==> src/rtl/home_seq_pkg.sv <==
// Shared types for the homing sequencer.
package home_seq_pkg;
    // Sequencer states; order is not decoded outside the top.
    typedef enum logic [2:0] {
        ST_IDLE   = 3'd0,
        ST_TOINF  = 3'd1,
        ST_SETTLE = 3'd2,
        ST_TOMAC  = 3'd3,
        ST_DONE   = 3'd4
    } seq_state_t;
endpackage

==> src/rtl/home_cycle_timer.sv <==
// Internal cycle timer: while `active` is high it emits a one-clock tick
// every CLKS_PER_CYCLE clocks. It stands in for the generator's strobe
// while the generator is stopped. It assumes `active` is dropped between uses.
module home_cycle_timer #(
    parameter int CLKS_PER_CYCLE = 87
) (
    input  logic clk,
    input  logic rst_n,
    input  logic active,
    output logic tick
);
    localparam int CW = $clog2(CLKS_PER_CYCLE + 1);
    localparam logic [CW-1:0] LAST = CW'(CLKS_PER_CYCLE - 1);

    logic [CW-1:0] cnt;

    // Count clocks within one cycle; restart whenever inactive or at wrap.
    always_ff @(posedge clk) begin
        if (!rst_n || !active || cnt == LAST) cnt <= '0;
        else                                  cnt <= cnt + 1'b1;
    end

    assign tick = active && (cnt == LAST);

    AST_TIMER_RANGE: assert property (@(posedge clk) disable iff (!rst_n)
        cnt <= LAST);
    AST_TICK_PERIOD: assert property (@(posedge clk) disable iff (!rst_n)
        tick |=> !tick || (CLKS_PER_CYCLE == 1));
endmodule

==> src/rtl/home_unit_counter.sv <==
// Phase length counter: counts `step` pulses in units of CYCLES_PER_UNIT.
// It raises `phase_end` combinationally on the step that completes
// `unit_limit` units. It assumes `clear` is asserted between phases and
// that `unit_limit` is at least 1.
module home_unit_counter #(
    parameter int CYCLES_PER_UNIT = 140,
    parameter int UNIT_W          = 8
) (
    input  logic              clk,
    input  logic              rst_n,
    input  logic              clear,
    input  logic              step,
    input  logic [UNIT_W-1:0] unit_limit,
    output logic              phase_end
);
    localparam int CYW = $clog2(CYCLES_PER_UNIT + 1);
    localparam logic [CYW-1:0] CYC_LAST = CYW'(CYCLES_PER_UNIT - 1);

    logic [CYW-1:0]    cyc;
    logic [UNIT_W-1:0] unit;
    logic              unit_wrap;

    assign unit_wrap = step && (cyc == CYC_LAST);
    assign phase_end = unit_wrap && (unit == unit_limit - UNIT_W'(1));

    // Cycle position within the current unit.
    always_ff @(posedge clk) begin
        if (!rst_n || clear || unit_wrap) cyc <= '0;
        else if (step)                    cyc <= cyc + 1'b1;
    end

    // Completed units within the current phase.
    always_ff @(posedge clk) begin
        if (!rst_n || clear || phase_end) unit <= '0;
        else if (unit_wrap)               unit <= unit + 1'b1;
    end

    AST_CYC_RANGE: assert property (@(posedge clk) disable iff (!rst_n)
        cyc <= CYC_LAST);
    AST_UNIT_RANGE: assert property (@(posedge clk) disable iff (!rst_n)
        clear || unit < unit_limit);
endmodule

==> src/rtl/home_seq_top.sv <==
// Start-up homing sequencer. When enable is high in idle it runs an
// infinity-direction drive, then a settle wait with no drive, then a
// macro-direction drive. It then holds done until enable drops.
// Assumes cyc_strobe is a one-clock pulse from the waveform generator.
module home_seq_top #(
    parameter int CYCLES_PER_UNIT = 140,
    parameter int CLKS_PER_CYCLE  = 87,
    parameter int PH1_UNITS       = 170,
    parameter int PH2_UNITS       = 4,
    parameter int PH3_UNITS       = 2
) (
    input  logic clk,
    input  logic rst_n,
    input  logic enable,
    input  logic cyc_strobe,
    output logic run_req,
    output logic run_dir,
    output logic init_busy,
    output logic init_done
);
    import home_seq_pkg::*;

    localparam int MAXU   = (PH1_UNITS > PH2_UNITS) ?
                            ((PH1_UNITS > PH3_UNITS) ? PH1_UNITS : PH3_UNITS) :
                            ((PH2_UNITS > PH3_UNITS) ? PH2_UNITS : PH3_UNITS);
    localparam int UNIT_W = $clog2(MAXU + 1);

    seq_state_t        state, state_nx;
    logic              tick, step, phase_end, clr;
    logic [UNIT_W-1:0] limit;

    // Settle-phase cycle timer (generator is stopped then).
    home_cycle_timer #(.CLKS_PER_CYCLE(CLKS_PER_CYCLE)) timer_i (
        .clk(clk), .rst_n(rst_n),
        .active(state == ST_SETTLE && enable),
        .tick(tick)
    );

    // Select the count source and the unit limit for the active phase.
    always_comb begin
        step  = 1'b0;
        limit = UNIT_W'(PH1_UNITS);
        case (state)
            ST_TOINF:  begin step = cyc_strobe; limit = UNIT_W'(PH1_UNITS); end
            ST_SETTLE: begin step = tick;       limit = UNIT_W'(PH2_UNITS); end
            ST_TOMAC:  begin step = cyc_strobe; limit = UNIT_W'(PH3_UNITS); end
            default:   begin step = 1'b0;       limit = UNIT_W'(PH1_UNITS); end
        endcase
    end

    assign clr = !enable || phase_end || state == ST_IDLE || state == ST_DONE;

    home_unit_counter #(.CYCLES_PER_UNIT(CYCLES_PER_UNIT), .UNIT_W(UNIT_W)) cnt_i (
        .clk(clk), .rst_n(rst_n), .clear(clr), .step(step),
        .unit_limit(limit), .phase_end(phase_end)
    );

    // Next-state decision; enable low overrides everything.
    always_comb begin
        state_nx = state;
        if (!enable) state_nx = ST_IDLE;
        else begin
            case (state)
                ST_IDLE:   state_nx = ST_TOINF;
                ST_TOINF:  if (phase_end) state_nx = ST_SETTLE;
                ST_SETTLE: if (phase_end) state_nx = ST_TOMAC;
                ST_TOMAC:  if (phase_end) state_nx = ST_DONE;
                default:   state_nx = ST_DONE;
            endcase
        end
    end

    // State register.
    always_ff @(posedge clk) begin
        if (!rst_n) state <= ST_IDLE;
        else        state <= state_nx;
    end

    assign run_req   = (state == ST_TOINF) || (state == ST_TOMAC);
    assign run_dir   = (state == ST_TOMAC);
    assign init_busy = (state == ST_TOINF) || (state == ST_SETTLE) || (state == ST_TOMAC);
    assign init_done = (state == ST_DONE);

    AST_START: assert property (@(posedge clk) disable iff (!rst_n)
        (state == ST_IDLE && enable) |=> (run_req && !run_dir));
    AST_INF_NEXT: assert property (@(posedge clk) disable iff (!rst_n)
        (state == ST_TOINF && enable) |=> (state == ST_TOINF || state == ST_SETTLE));
    AST_SETTLE_QUIET: assert property (@(posedge clk) disable iff (!rst_n)
        (state == ST_SETTLE) |-> (!run_req && init_busy));
    AST_MAC_NEXT: assert property (@(posedge clk) disable iff (!rst_n)
        (state == ST_TOMAC && enable) |=> (state == ST_TOMAC || state == ST_DONE));
    AST_FLAGS_EXCL: assert property (@(posedge clk) disable iff (!rst_n)
        !(init_busy && init_done));
    AST_DONE_HOLD: assert property (@(posedge clk) disable iff (!rst_n)
        (init_done && enable) |=> init_done);
    AST_EN_LOW_STOP: assert property (@(posedge clk) disable iff (!rst_n)
        !enable |=> (!run_req && !init_busy && !init_done));
    AST_IDLE_STROBE: assert property (@(posedge clk) disable iff (!rst_n)
        (init_done && enable && cyc_strobe) |=> init_done);
endmodule

==> config.mk <==
export PLATFORM = sky130hd
export DESIGN_NAME = home_seq_top
export DESIGN_NICKNAME = d
export VERILOG_FILES = /design/src/rtl/home_seq_pkg.sv /design/src/rtl/home_cycle_timer.sv /design/src/rtl/home_unit_counter.sv /design/src/rtl/home_seq_top.sv
export SDC_FILE = /design/constraint.sdc
export NUM_CORES = 1
export LEC_CHECK = 0
export BUFFER_PORTS_ARGS = -buffer_cell sky130_fd_sc_hd__buf_4
export CAP_MARGIN = 20
export CORE_MARGIN = 2
export CORE_UTILIZATION = 63
export CTS_CLUSTER_SIZE = 16
export DETAILED_ROUTE_END_ITERATION = 10
export PLACE_DENSITY = 0.82
export SYNTH_ARGS = -nofsm -noshare
export SYNTH_HDL_FRONTEND = slang
export SYNTH_SLANG_ARGS = --single-unit
==> constraint.sdc <==
create_clock -name clk -period 6.3 [get_ports clk]
set_clock_uncertainty 0.15 [all_clocks]
set_input_delay 0.315 -clock clk [delete_from_list [all_inputs] [get_ports clk]]
set_output_delay 0.315 -clock clk [all_outputs]
set_load 0.05 [all_outputs]
Word level (Yosys, flattened, before mapping)
Cells that the tools add are included.
{"block": "word_totals", "register_bits": 26, "latch_bits": 0, "ramBits": 0, "mem_bits_ro": 0, "inputBits": 4, "output_inout_bits": 4, "word_cells": 46, "memories": 0}
{"block": "classes", "n_addsub": 4, "n_mul": 0, "n_div": 0, "n_lt_le_gt_ge": 0, "n_eq_ne": 10, "shift": 0, "n_mux": 6, "n_bitwise": 0, "reduce_logical": 22}
{"operator": "$add 8x1->8 const B", "count": 2}
{"operator": "$pmux 8 s2", "count": 1}
{"operator": "$pmux 3 s4", "count": 1}
{"operator": "$logic_or 1x1->1", "count": 11}
{"operator": "$mux 3", "count": 3}
{"operator": "$eq 8x8->1", "count": 1}
{"operator": "$eq 8x8->1 const B", "count": 1}
{"operator": "$sub 8x1->8 const B", "count": 1}
{"operator": "$add 7x1->7 const B", "count": 1}
{"operator": "$eq 7x7->1 const B", "count": 1}
{"operator": "$eq 3x2->1 const B", "count": 2}
{"operator": "$ne 2x1->1 const B", "count": 3}
{"operator": "$logic_and 1x1->1", "count": 4}
{"operator": "$eq 3x1->1 const B", "count": 1}
{"operator": "$eq 3x3->1 const B", "count": 1}
{"operator": "$logic_not 1->1", "count": 3}
{"operator": "$logic_not 3->1", "count": 1}
{"operator": "$reduce_and 3->1", "count": 1}
{"operator": "$pmux 1 s2", "count": 1}
{"operator": "$reduce_and 2->1", "count": 1}
{"operator": "$reduce_or 2->1", "count": 1}

Logic depth before layout (Yosys ltp)
{"block": "logic_depth", "word_depth": 11, "mapped_depth": 8}

Modules after synthesis
Synthesis repeated with hierarchy kept, for this count alone.
{"block": "unflattened", "hier_cells": 183, "hier_area_um2": 1551.5}
{"mod": "home_unit_counter", "instances": 1, "cells_each": 121, "area_per_inst_um2": 1027.2, "seq_area_each_um2": 320.3}
{"mod": "home_cycle_timer", "instances": 1, "cells_each": 34, "area_per_inst_um2": 302.8, "seq_area_each_um2": 140.1}
{"mod": "home_seq_top", "instances": 1, "cells_each": 28, "area_per_inst_um2": 221.5, "seq_area_each_um2": 60.1}

Worst setup path after synthesis
Ideal clock, no wire load.
{"block": "synth_timing", "path_type": "reg2out", "start": "register state[0]", "end": "output run_dir", "t_arrival_ps": 1681, "slack_ps": 4154, "stages_incl_launch_ff": 5, "path_buffers": 1, "path_cell_list": "dfxtp_1 -> buf_6 -> inv_1 -> nor2_1 -> and2_1"}
{"block": "synth_via", "elab_chain_len": 1}
{"element": "start: declaration", "line_no": "home_seq_top.sv:28", "source": "seq_state_t state, state_nx;"}
{"element": "start signal: assignment", "line_no": "home_seq_top.sv:76", "source": "else state <= state_nx;"}
{"element": "$eq 3x2->1", "line_no": "home_seq_top.sv:80", "source": "assign run_dir = (state == ST_TOMAC);"}
{"element": "end: declaration", "line_no": "home_seq_top.sv:17", "source": "output logic run_dir,"}
Every way passes these cells.

Final worst setup path
{"block": "layout_timing", "start": "register timer_i.cnt[0]", "end": "register cnt_i.unit[4]"}
{"block": "layout_via", "elab_chain_len": 10}
{"element": "start: declaration", "line_no": "home_cycle_timer.sv:15", "source": "logic [CW-1:0] cnt;"}
{"element": "start signal: assignment", "line_no": "home_cycle_timer.sv:20", "source": "else cnt <= cnt + 1'b1;"}
{"element": "$eq 7x7->1 *", "line_no": "home_cycle_timer.sv:23", "source": "assign tick = active && (cnt == LAST);"}
{"element": "$logic_and 1x1->1 *", "line_no": "home_cycle_timer.sv:23"}
{"element": "$pmux 1 s2 *", "line_no": "home_seq_top.sv:43", "source": "case (state)"}
{"element": "$logic_and 1x1->1 *", "line_no": "home_unit_counter.sv:23", "source": "assign unit_wrap = step && (cyc == CYC_LAST);"}
{"element": "$logic_and 1x1->1", "line_no": "home_unit_counter.sv:24", "source": "assign phase_end = unit_wrap && (unit == unit_limit - UNIT_W'(1));"}
{"element": "$logic_or 1x1->1 (3 in series)", "line_no": "home_seq_top.sv:51", "source": "assign clr = !enable || phase_end || state == ST_IDLE || state == ST_DONE;"}
{"element": "$logic_or 1x1->1 (2 in series)", "line_no": "home_unit_counter.sv:34", "source": "if (!rst_n || clear || phase_end) unit <= '0;"}
{"element": "end signal: assignment", "line_no": "home_unit_counter.sv:35", "source": "else if (unit_wrap) unit <= unit + 1'b1;"}
{"element": "end: declaration", "line_no": "home_unit_counter.sv:20", "source": "logic [UNIT_W-1:0] unit;"}
Mark *: on every way between the ends. The rest lies on a longest branch, timed or not.
A chain may end at the register's enable or synchronous reset.

==> impl_metrics.json <==
{
  "outcome": "finished, final reports clean",
  "die_w_um": 49.9,
  "overflow": 0,
  "routabilityCongestion": 0.857,
  "nNetsFinal": 168,
  "grt.met3_usage_pct": 3.03,
  "synth_nets": 162,
  "grt_start_max_net_pins": 15,
  "min_period_over_period_pct": 41.7,
  "route.detailed.drc": 0,
  "avgRoutedWirePerCell_um": 13.5,
  "hold_ws_ps": 154,
  "drv_cap": 0,
  "tightest_slew_ps": 681,
  "worstPathArrival_ps": 2740,
  "vdd_drop_max_uv": 116,
  "min_path_cells": 3,
  "multi_input_area_um2": 759,
  "top_usage_layer": "met2",
  "grt_pass1_vias": 1055,
  "cts_root_buffer": "clkbuf_4",
  "start_util_pct": 67.0,
  "synth.distinct_cells": 39,
  "syn_area_mm2": 0.00133,
  "cp.required_ps": 6410,
  "layout-drive-gt1-share_pct": 10.7,
  "critPathKind": "register to register",
  "yosysSeqAreaShare_pct": 39.2,
  "synth_edf_count": 0,
  "p_leak_uw": 0.000516,
  "ys.warnings.count": 0,
  "synth_flop_cell": "dfxtp_1",
  "cp_max_fo": 12,
  "crit_chain": "inv_1 -> ha_1 -> nand2_1 -> o41ai_4 -> nand3_2 -> or4_1 -> a21oi_1",
  "placementRows": 16,
  "clkSinkCount": 26,
  "post-place-ws_ps": 3730,
  "drt-initial-drc-count": 17,
  "fill_cells": 165,
  "antenna_found_initial": 0,
  "regArea_um2": 520,
  "grtUsageTotal_pct": 22.1,
  "critPathCaptureType": "register",
  "slowest_delay_ps": 690,
  "fin_ws_ps": 3670,
  "reg2reg_depth": 7,
  "port_buffers": 7,
  "postCtsResizedCells": 0,
  "clk_pin_slew_ps": 140,
  "grt_pass1_wl_mm": 4.33,
  "final_util_pct": 71.5,
  "num_vias": 1107,
  "cts_buffer_depth": 2,
  "grt_util_met2_pct": 36.7,
  "viasPerCell": 5.95,
  "die-area_mm2": 0.00249,
  "antenna_cells": 0,
  "grt_use_met1_pct": 28.7,
  "drt-pass1-iter-count": 4,
  "cts-buffers-inserted": 3,
  "htreeDepth": 1,
  "synth_area_per_cell_um2": 8.63,
  "synth_seq_cells": 26,
  "synthCells": 154,
  "hold_path_class": "input port to register",
  "tns_ps": 0,
  "clkLatencyLatePin_ps": 310,
  "dpl.hpwl_mm": 1.81,
  "hold_violations": 0,
  "area_growth_pct": 6.69,
  "ioPinCount": 8,
  "async_flop_share_pct": 0,
  "dieHeight_um": 49.9,
  "slew_viol_final": 0,
  "start_kind": "register",
  "cts_hold_buf": 0,
  "core_area_mm2": 0.00198,
  "max_freq_mhz": 381,
  "cpMaxStageDelayCell": "o41ai_4",
  "power_uw": 258,
  "min_period_ps": 2630,
  "relSlewSlack_pct": 54.5,
  "post_cts_buffers": 0,
  "p_per_area_mw_per_mm2": 182,
  "finalSetupViolCount": 0,
  "ant_nets": 0,
  "rsz0062_at_grt": "false",
  "tritoncts": "yes",
  "wirelength_mm": 2.52
}
==> flip-flops by register name (all words and copies together), names as in the netlist <==
register / flops
cnt_i.cyc: 8
state: 3
cnt_i.unit: 8
timer_i.cnt: 7
==> per-stage QoR <==
stage | cell area (um2) | std cells
final | 1420 | 186
after global routing | 1420 | 186
after CTS | 1420 | 186
after detailed placement | 1380 | 182
after global placement | 1380 | 182
after floorplan | 1330 | 154
==> worst paths after layout <==
check | startpoint | to | slack, ps
setup / recovery | timer_i.cnt[0] | cnt_i.unit[4] | 3670
hold / removal | rst_n | state[2] | 150
setup reg to reg | timer_i.cnt[0] | cnt_i.unit[4] | 3670
hold reg to reg | timer_i.cnt[0] | timer_i.cnt[0] | 340
==> logic make-up (layout without fill, tap and decap cells) <==
kind of cell	after synthesis	in the layout	share of synthesized area [%]
compound gates	19	19	11.4
simple gates	80	80	32.0
mux	1	1	0.753
xor+xnor	14	14	9.23
buf+inv	10	15	3.67
flops	26	26	39.2
fa+ha+maj	4	4	3.77
==> layout make-up <==
type,count,share of cell area [%]
Clock buffer,4,2.56
Inverter,4,1.06
Timing Repair Buffer,7,3.71
Multi-Input combinational cell,118,53.6
Sequential cell,26,36.7
Tap cell,27,2.38
==> critical path, delay by kind of cell (launching register included) <==
| family | cells | cell delay (ps) |
|---|---|---|
| AND/OR/NAND/NOR | 3 | 1030 |
| AO/OA/AOI/OAI | 2 | 840 |
| flip-flops | 1 | 360 |
| adder cells (fa/ha/maj) | 1 | 130 |
| buffers and inverters | 1 | 60 |
==> power breakdown <==
part           total [uW]  leakage (uW)  switching, uW  internal [uW]
Sequential            165      0.000210          0.692            165
Clock                82.2     0.0000210           46.9           35.3
Combinational        10.8      0.000286           6.77           4.01
Total                 258      0.000516           54.4            204
==> synthesized netlist by cell type, types with 2 or more instances <==
cell type / number / area share (%)
and3_1: 4 / 1.9
inv_1: 4 / 1.1
o31ai_1: 2 / 1.1
a21oi_1: 7 / 2.6
xor2_1: 9 / 5.9
dfxtp_1: 26 / 39
buf_2: 3 / 1.1
or2_2: 2 / 0.94
nand3_1: 8 / 3.0
and2_1: 2 / 0.94
nand4_1: 5 / 2.4
o21ai_0: 2 / 0.75
nand2_1: 13 / 3.7
nor3_1: 4 / 1.5
nand4bb_1: 3 / 2.5
nor2_1: 25 / 7.1
or4_1: 6 / 3.4
ha_1: 4 / 3.8
xnor2_1: 5 / 3.3
==> placed cells by master (no fill, tap or decap), types with 2 or more instances in the layout <==
cell / netlist / layout
nor2_1: 25 / 25
nor3_1: 4 / 4
or4_1: 6 / 6
xnor2_1: 5 / 5
inv_1: 4 / 4
nand4bb_1: 3 / 3
nand2_1: 13 / 13
xor2_1: 9 / 9
a21oi_1: 7 / 7
buf_4: 0 / 7
o31ai_1: 2 / 2
and3_1: 4 / 4
ha_1: 4 / 4
clkbuf_4: 0 / 3
o21ai_0: 2 / 2
nand3_1: 8 / 8
or2_2: 2 / 2
and2_1: 2 / 2
dfxtp_1: 26 / 26
nand4_1: 5 / 5
==> routing by layer <==
metal / part of all wire [%] / up-vias / wire length [um]
met5: 0 / - / 0
met4: 1.6 / 0 / 39
met3: 4.1 / 6 / 104
met2: 45 / 28 / 1130
met1: 49 / 517 / 1240
li1: - / 556 / -
Note: power is estimated with default switching activity, not from simulation.
